--- src/rtl/lin_ctrl_pkg.sv ---
`timescale 1ns/1ps
package lin_ctrl_pkg;

  typedef enum logic [1:0] {
    MODE_OFF    = 2'd0,
    MODE_PRE    = 2'd1,
    MODE_NORMAL = 2'd2,
    MODE_SLEEP  = 2'd3
  } lin_mode_e;

  typedef struct packed {
    lin_mode_e mode;
    logic      wake_flag;
    logic      src_local;
  } lin_ctrl_state_t;

  localparam int unsigned N_WAKE_SRC = 2;
  localparam int unsigned SRC_REMOTE = 0;
  localparam int unsigned SRC_LOCAL  = 1;

  function automatic int unsigned cnt_width(input int unsigned limit);
    return (limit < 2) ? 1 : $clog2(limit + 1);
  endfunction

endpackage

--- src/rtl/lin_hold_timer.sv ---
`timescale 1ns/1ps
module lin_hold_timer
  import lin_ctrl_pkg::*;
#(
  parameter int unsigned HOLD = 4
) (
  input  logic clk,
  input  logic rst,
  input  logic hold_cond,
  output logic hold_done
);

  localparam int unsigned CW = cnt_width(HOLD);
  localparam logic [CW-1:0] LAST = CW'(HOLD - 1);

  logic [CW-1:0] cnt_q;

  always_ff @(posedge clk) begin
    if (rst || !hold_cond) begin
      cnt_q <= '0;
    end else if (cnt_q != LAST) begin
      cnt_q <= cnt_q + 1'b1;
    end
  end

  assign hold_done = hold_cond && (cnt_q == LAST);

endmodule

--- src/rtl/lin_wake_filter.sv ---
`timescale 1ns/1ps
module lin_wake_filter
  import lin_ctrl_pkg::*;
#(
  parameter int unsigned FILT = 8
) (
  input  logic clk,
  input  logic rst,
  input  logic armed,
  input  logic line_n,
  output logic fire
);

  localparam int unsigned CW = cnt_width(FILT);
  localparam logic [CW-1:0] LAST = CW'(FILT - 1);
  localparam logic [CW-1:0] ONE  = CW'(1);

  logic          prev_q;
  logic          run_q;
  logic [CW-1:0] cnt_q;
  logic          fall_seen;

  assign fall_seen = prev_q && !line_n;

  always_ff @(posedge clk) begin
    if (rst) begin
      prev_q <= 1'b1;
      run_q  <= 1'b0;
      cnt_q  <= '0;
    end else begin
      prev_q <= line_n;
      if (!armed || line_n) begin
        run_q <= 1'b0;
        cnt_q <= '0;
      end else if (fall_seen) begin
        run_q <= 1'b1;
        cnt_q <= ONE;
      end else if (run_q && (cnt_q != LAST)) begin
        cnt_q <= cnt_q + 1'b1;
      end
    end
  end

  assign fire = armed && run_q && !line_n && (cnt_q == LAST);

endmodule

--- src/rtl/lin_pin_stage.sv ---
`timescale 1ns/1ps
module lin_pin_stage
  import lin_ctrl_pkg::*;
(
  input  logic            clk,
  input  logic            rst,
  input  lin_ctrl_state_t nxt,
  input  logic            bus_rx,
  output logic            inh_on,
  output logic            comm_en,
  output logic            term_en,
  output logic            rxd_out,
  output logic            txd_strong_pd
);

  logic powered_nxt;
  logic rxd_nxt;

  assign powered_nxt = (nxt.mode == MODE_PRE) || (nxt.mode == MODE_NORMAL);

  always_comb begin
    unique case (nxt.mode)
      MODE_NORMAL: rxd_nxt = bus_rx;
      MODE_PRE:    rxd_nxt = !nxt.wake_flag;
      default:     rxd_nxt = 1'b1;
    endcase
  end

  always_ff @(posedge clk) begin
    if (rst) begin
      inh_on        <= 1'b0;
      comm_en       <= 1'b0;
      term_en       <= 1'b0;
      rxd_out       <= 1'b1;
      txd_strong_pd <= 1'b0;
    end else begin
      inh_on        <= powered_nxt;
      comm_en       <= (nxt.mode == MODE_NORMAL);
      term_en       <= powered_nxt;
      rxd_out       <= rxd_nxt;
      txd_strong_pd <= (nxt.mode == MODE_PRE) && nxt.wake_flag && nxt.src_local;
    end
  end

endmodule

--- src/rtl/lin_phy_mode_ctrl.sv ---
`timescale 1ns/1ps
module lin_phy_mode_ctrl
  import lin_ctrl_pkg::*;
#(
  parameter int unsigned PWRUP_TICKS     = 200,
  parameter int unsigned NORM_TICKS      = 10,
  parameter int unsigned SLEEP_TICKS     = 10,
  parameter int unsigned BUS_FILT_TICKS  = 90,
  parameter int unsigned WAKE_FILT_TICKS = 130
) (
  input  logic clk,
  input  logic rst,
  input  logic supply_ok,
  input  logic en_in,
  input  logic bus_rx,
  input  logic wake_n,
  output logic inh_on,
  output logic comm_en,
  output logic term_en,
  output logic rxd_out,
  output logic txd_strong_pd
);

  lin_ctrl_state_t st_q, st_d;

  logic pwr_done, norm_done, sleep_done;
  logic armed;
  logic [N_WAKE_SRC-1:0] src_line;
  logic [N_WAKE_SRC-1:0] src_fire;

  lin_hold_timer #(.HOLD(PWRUP_TICKS)) pwr_tmr_i (
    .clk(clk), .rst(rst),
    .hold_cond(supply_ok && (st_q.mode == MODE_OFF)),
    .hold_done(pwr_done)
  );

  lin_hold_timer #(.HOLD(NORM_TICKS)) norm_tmr_i (
    .clk(clk), .rst(rst),
    .hold_cond(supply_ok && en_in && (st_q.mode == MODE_PRE)),
    .hold_done(norm_done)
  );

  lin_hold_timer #(.HOLD(SLEEP_TICKS)) sleep_tmr_i (
    .clk(clk), .rst(rst),
    .hold_cond(supply_ok && !en_in && (st_q.mode == MODE_NORMAL)),
    .hold_done(sleep_done)
  );

  assign armed = supply_ok && (st_q.mode == MODE_SLEEP);
  assign src_line[SRC_REMOTE] = bus_rx;
  assign src_line[SRC_LOCAL]  = wake_n;

  for (genvar g = 0; g < N_WAKE_SRC; g++) begin : g_wake
    localparam int unsigned FLEN = (g == SRC_LOCAL) ? WAKE_FILT_TICKS : BUS_FILT_TICKS;
    lin_wake_filter #(.FILT(FLEN)) filt_i (
      .clk(clk), .rst(rst),
      .armed(armed),
      .line_n(src_line[g]),
      .fire(src_fire[g])
    );
  end

  always_comb begin
    st_d = st_q;
    if (!supply_ok) begin
      st_d.mode      = MODE_OFF;
      st_d.wake_flag = 1'b0;
      st_d.src_local = 1'b0;
    end else begin
      unique case (st_q.mode)
        MODE_OFF: begin
          if (pwr_done) begin
            st_d.mode      = MODE_PRE;
            st_d.wake_flag = 1'b0;
            st_d.src_local = 1'b0;
          end
        end
        MODE_PRE: begin
          if (en_in) begin
            st_d.wake_flag = 1'b0;
            st_d.src_local = 1'b0;
          end
          if (norm_done) st_d.mode = MODE_NORMAL;
        end
        MODE_NORMAL: begin
          if (sleep_done) st_d.mode = MODE_SLEEP;
        end
        MODE_SLEEP: begin
          if (|src_fire) begin
            st_d.mode      = MODE_PRE;
            st_d.wake_flag = 1'b1;
            st_d.src_local = src_fire[SRC_LOCAL];
          end
        end
        default: st_d.mode = MODE_OFF;
      endcase
    end
  end

  always_ff @(posedge clk) begin
    if (rst) begin
      st_q.mode      <= MODE_OFF;
      st_q.wake_flag <= 1'b0;
      st_q.src_local <= 1'b0;
    end else begin
      st_q <= st_d;
    end
  end

  lin_pin_stage pins_i (
    .clk(clk), .rst(rst),
    .nxt(st_d),
    .bus_rx(bus_rx),
    .inh_on(inh_on),
    .comm_en(comm_en),
    .term_en(term_en),
    .rxd_out(rxd_out),
    .txd_strong_pd(txd_strong_pd)
  );

endmodule

--- config.mk ---
export PLATFORM = sky130hd
export DESIGN_NAME = lin_phy_mode_ctrl
export DESIGN_NICKNAME = d
export VERILOG_FILES = /design/src/rtl/lin_ctrl_pkg.sv /design/src/rtl/lin_hold_timer.sv /design/src/rtl/lin_wake_filter.sv /design/src/rtl/lin_pin_stage.sv /design/src/rtl/lin_phy_mode_ctrl.sv
export SDC_FILE = /design/constraint.sdc
export NUM_CORES = 1
export LEC_CHECK = 0
export BUFFER_PORTS_ARGS = -buffer_cell sky130_fd_sc_hd__buf_2
export CORE_ASPECT_RATIO = 0.5
export CORE_MARGIN = 2
export CORE_UTILIZATION = 55
export CTS_CLUSTER_SIZE = 40
export DETAILED_ROUTE_END_ITERATION = 8
export GPL_ROUTABILITY_DRIVEN = 0
export PLACE_DENSITY = 0.76
export SKIP_LAST_GASP = 1
export SLEW_MARGIN = 25
export SYNTH_ARGS = -nofsm -noshare
export SYNTH_HDL_FRONTEND = slang
export SYNTH_SLANG_ARGS = --single-unit
export TNS_END_PERCENT = 50
--- constraint.sdc ---
create_clock -name clk -period 5 [get_ports clk]
set_clock_uncertainty 0.2 [all_clocks]
set_input_delay 1 -clock clk [delete_from_list [all_inputs] [get_ports clk]]
set_output_delay 1 -clock clk [all_outputs]
set_load 0.005 [all_outputs]
Word-level counts from Yosys, hierarchy flattened --
Index checks and enable logic that the tools add are counted.
Word-level totals: input port bits 6, bits in registers 43, logic and storage cells 94
Operators by class: reductions and logical operators 43, eq/ne operators 15, add/sub/neg operators 5, mux-type cells 13
Operator list (count):
- $logic_and 1x1->1 | 21
- $add 8x1->8 const B | 2
- $eq 8x8->1 const B | 2
- $ne 8x8->1 const B | 2
- $mux 4 | 3
- $add 4x1->4 const B | 2
- $eq 4x4->1 const B | 2
- $logic_not 1->1 | 8
- $ne 4x4->1 const B | 2
- $pmux 2 s4 | 1
- $add 7x1->7 const B | 1
- $eq 7x7->1 const B | 1
- $ne 7x7->1 const B | 1
- $eq 2x2->1 const B | 3
- $logic_or 1x1->1 | 6
- $mux 2 | 3
- $pmux 2 s3 | 1
- $reduce_or 2->1 | 3
- $reduce_or 3->1 | 2
- $eq 2x1->1 const B | 2
- $mux 1 | 4
- $reduce_bool 2->1 | 2
- $logic_not 2->1 | 1
- $pmux 1 s2 | 1

Depth between registers and ports, before layout --
depth in word-level cells 12, gate-level depth with buffers 10, gate-level depth less buffers 10

Hierarchy --
A second synthesis with hierarchy kept.
Unflattened totals: cell total of the unflattened synthesis 244, area total of the unflattened synthesis 2229.6 sq um
By module, submodules not included:
- lin_wake_filter (g_wake[1].filt_i) | area an instance 516.7 sq um, cells each 58, times used 1, sequential area each 200.2 sq um
- lin_wake_filter (g_wake[0].filt_i) | area an instance 474.2 sq um, cells each 51, times used 1, sequential area each 180.2 sq um
- lin_hold_timer (norm_tmr_i ...) | area an instance 211.5 sq um, cells each 22, times used 2, sequential area each 80.1 sq um
- lin_hold_timer (pwr_tmr_i) | area an instance 382.9 sq um, cells each 42, times used 1, sequential area each 160.2 sq um
- lin_phy_mode_ctrl | area an instance 275.3 sq um, cells each 34, times used 1, sequential area each 80.1 sq um
- lin_pin_stage | area an instance 157.7 sq um, cells each 15, times used 1, sequential area each 80.1 sq um

Least setup slack after synthesis --
OpenSTA, ideal clock, no wires.
path type input-to-reg, start input port supply_ok, end register pins_i.rxd_out, data arrival time 2.466 ns, cell stages on the path 8, path slack 2.212 ns, cells stage by stage nand2_2 nor4_4 nor3_1 and2_1 ha_1 nor2_1 nand3_1 o32a_1
RTL lines:
- from (decl) | RTL line lin_phy_mode_ctrl.sv:13 | input logic supply_ok,
- to (signal assigned) | RTL line lin_pin_stage.sv:40 | rxd_out <= rxd_nxt;
- to (decl) | RTL line lin_pin_stage.sv:12 | output logic rxd_out,

==> results <==
- The run finished with clean final reports.
- By instance count, the leading cell after synthesis is dfxtp_1.
- Entering global routing, the biggest net connects 13 pins.
- The most used flip-flop cell after synthesis is dfxtp_1.
- The starting density of the core is 58.5%.
- The region available for standard cell placement spans 3490 um^2.
- The number of synthesized flops with an enable pin is 0.
- 11 I/O pins were placed.
- The final max-slew violation count is 0.
- The Yosys step of the flow raised 0 warnings.
- Of all nets on the critical path, the largest fanout is 4.
- The post-CTS setup buffer count is 0.
- dfxtp_1 takes more of the synthesized area than any other cell.
- The die extent in x is 90.1 um.
- The switching power as a share of total power is 20.7%.
- The number of antenna violations at the first check in global routing was 0.
- The number of cell rows is 15.
- Setup violations remaining at the end of the flow were counted as 0.
- Clock latency on the worst-skew pair, taken at its later pin, is 0.30 ns.
- Across the VDD grid, the largest voltage drop is 0.109 mV.
- The cell repeated most along the worst path is ha_1.
- The number of gates resized after cts is 0.
- The number of endpoints with negative hold slack in the final report is 0.
- The async set-reset flop share out of synthesis is 0%.
- The kind of capture point of the worst setup path is a flop.
- The first-pass GRT wire length is 6.29 mm.
- The net switching power of the design is 0.123 mW.
- The overall global routing resource usage is 19.5%.
- The launching element type of the critical path is a flop.
- Based on the critical path, the design can be clocked at up to 349 MHz.
- From synthesis to final layout, the design area changed by 9.56%.
- The path depth of the worst reg2reg path is 9.
- The tool flagged a number of max-cap violations equal to 0.
- The endpoint of the worst-slack reg-to-reg timing path is pins_i.rxd_out.
- The layout filler cell count is 308.
- The transition time at the pin with the least slew margin is 0.484 ns.
- The clock buffer count from CTS is 5.
- Synthesis produced a netlist with a net count of 234.
- Yosys attributes the largest share of cell area to dfxtp_1 (42%), xor2_1 (7.3%), ha_1 (6.7%), nor2_1 (5.5%), xnor2_1 (3.0%).
- The detailed-route vias per instance is 5.53.
- The via count of the first global-routing pass came to 1398.
- The largest single stage delay on the critical path is 0.49 ns.
- The post-layout net count is 247.
- The H-tree was split into 2 levels.
- The part of the Yosys area used for sequential elements is 42.2%.
- The hold-fix buffer count after cts is 0.
- The number of violations reported at the end of detailed-routing iteration 0 is 40.
- The first detailed-routing pass ran for 4 iterations.
- The largest buffer count on any clock path is 2.
- The startpoint of the most critical hold path is g_wake[0].filt_i.prev_q.
- The cell with the largest stage delay on the worst path is or4b_4.
- The worst setup path startpoint is g_wake[1].filt_i.cnt_q[0].
- The die covers 4240 um^2.
- The post-route netlist has 12.6% of its cells at a drive strength greater than 1.
- The post-synthesis cell count is 217.
- The average cell area after synthesis is 9.40 um^2.
- The height of the die is 47.1 um.
- In the finished design, the share of the clock period the worst path needs comes to 57.2%.
- The register bit count reported by yosys is 43.
- The clock net in this run drives a total of 43 sinks.
- The critical path required time is 4.99 ns.
- The share of power burned in registers is 57.9%.
- The average detailed-routed wire length per instance is 13.5 um.
- The post-CTS clock slew at the launch and capture registers of the worst setup and hold paths is 0.08 ns.
- The post-layout minimum cycle time is 2.86 ns.
- The data arrival at the endpoint of the critical path is 2.85 ns.
- In this run the tightest slew margin relative to its limit is 67.4%.
- The fraction of post-synthesis cell area in the top cell type by area is 42.2%.
- The post-synthesis instance area is 2040 um^2.
- Combinational cells account for 1.7% of the total power.
- The signal on the critical path passes through ha_1 > or4b_4 > nor4_4 > nor3_1 > and2_1 > ha_1 > nor2_1 > nand3_1 > o32a_1.
- The cell depth of the worst min-delay path is 1.
- The worst hold slack is 0.277 ns.
- The total number of vias is 1560.
- The CTS tree is built.
- The area of combinational cells with multiple inputs is 1130 um^2.
- Counting instances in the post-synthesis netlist gives the leading cell types as dfxtp_1 (43), nor2_1 (30), xor2_1 (17).
- The cell-internal power is 0.474 mW.
- The final HPWL from detailed placement is 2.71 mm.
- The clock network fraction of total power is 40.5%.
- The antenna cell count is 0.
- The startpoint identified for the worst register-to-register timing path is g_wake[1].filt_i.cnt_q[0].
- The netlist uses 44 different library cells.
- In the final timing run, aggregate negative setup slack is 0 ns.
- The number of antenna-violating nets in the routed design is 0.
- For hold timing, the worst endpoint is g_wake[0].filt_i.run_q.
- The share of the core filled with cells in the final layout is 64.1%.
- Summed over all layers, the routed wires come to 3.81 mm.
- Setup repair after global routing left no endpoint under its margin.
- The footprint of the flip-flops and latches is 861 um^2.
- Power spread over the standard cell area amounts to 267 nW/um^2.
- The worst setup path is of the reg -> reg kind.
- For this design the static power due to leakage is 0.846 nW.
- The CTS root buffer is clkbuf_8.
- The worst hold path class is reg -> reg.
- After detailed routing, the number of remaining DRC violations is 0.
- Buffers placed on the I/O ports in this run total 10.
- Summed over all layers, the global routing overflow is 0.
- Setup slack on the worst reg-to-reg path comes out at 2.14 ns.
-- critical path, delay by kind of cell (launching register included) --
| kind | cells | cell delay [ns] |
|---|---|---|
| DFF | 1 | 0.41 |
| adders and majority gates | 2 | 0.44 |
| and+or+nand+nor | 6 | 1.42 |
| AOI/OAI and AO/OA | 1 | 0.28 |
-- worst max path at each step --
stage	depth (start not counted)	slack (ns)	to
after floorplan	8	2.21	pins_i.rxd_out
after global placement	9	1.94	pins_i.rxd_out
after detailed placement	9	1.89	pins_i.rxd_out
after CTS	9	2.14	pins_i.rxd_out
after global routing	9	1.97	pins_i.rxd_out
final	9	2.14	pins_i.rxd_out
-- final cells by class --
class	instances	area share, %
multi-input combinational	162	50.6
sequential	43	38.5
clock buffer	8	4.48
tap	51	2.85
timing repair buffer	10	2.24
inverter	8	1.34
-- cell families after synthesis --
| kind of cell | Yosys count | synth area share, % |
|---|---|---|
| flops | 43 | 42.2 |
| mux | 2 | 1.10 |
| simple gates | 100 | 28.0 |
| compound gates | 25 | 9.32 |
| buf+inv | 12 | 2.39 |
| xor+xnor | 24 | 10.3 |
| fa+ha+maj | 11 | 6.74 |
-- registers in the layout, summed over array words and instances, names as in the netlist --
register,cells
g_wake.filt_i.cnt_q,15
g_wake.filt_i.prev_q,2
g_wake.filt_i.run_q,2
norm_tmr_i.cnt_q,4
pins_i.comm_en,1
pins_i.inh_on,1
pins_i.rxd_out,1
pins_i.txd_strong_pd,1
pwr_tmr_i.cnt_q,8
sleep_tmr_i.cnt_q,4
st_q,4
-- placed cells by master (no fill, tap or decap), drive strengths merged, types with 2 or more instances in the layout --
cell,synthesis,final
xor2,17,17
a21oi,2,2
ha,11,11
o211ai,4,4
nor3b,4,4
xnor2,7,7
a211oi,5,5
and3,5,5
o21a,6,6
nor2,30,30
nor4,5,5
nor2b,3,3
dfxtp,43,43
nand3,10,10
nand4,7,7
mux2,2,2
nand3b,3,3
nor3,3,3
and4b,2,2
nand2b,3,3
nand2,15,15
clkbuf,3,8
inv,8,8
or2,3,3
buf,1,10
-- power by group through the flow --
stage,combinational [mW],sequential [mW],clock (mW)
3_3_place_gp,0.00954,0.353,0
4_1_cts,0.00983,0.345,0.248
2_1_floorplan,0.00479,0.353,0
3_5_place_dp,0.00976,0.354,0
5_1_grt,0.0109,0.346,0.261
6_report,0.00998,0.346,0.242
-- stage by stage --
step           power, mW  setup slack, ns  area (um^2)  instances
6_report           0.597             2.14         2240        282
3_3_place_gp       0.363             1.94         2140        274
3_5_place_dp       0.363             1.89         2140        274
2_1_floorplan      0.358             2.21         2040        217
4_1_cts            0.603             2.14         2240        282
5_1_grt            0.618             1.97         2240        282
-- per-layer routing --
layer	global-route usage, %	vias up	part of all wire (%)
li1	-	787	-
met1	24.4	733	51
met2	32.0	33	44
met3	5.94	7	3.8
met4	10.5	0	1.4
met5	0	-	0
No activity file was read; power rests on OpenSTA's default activity.
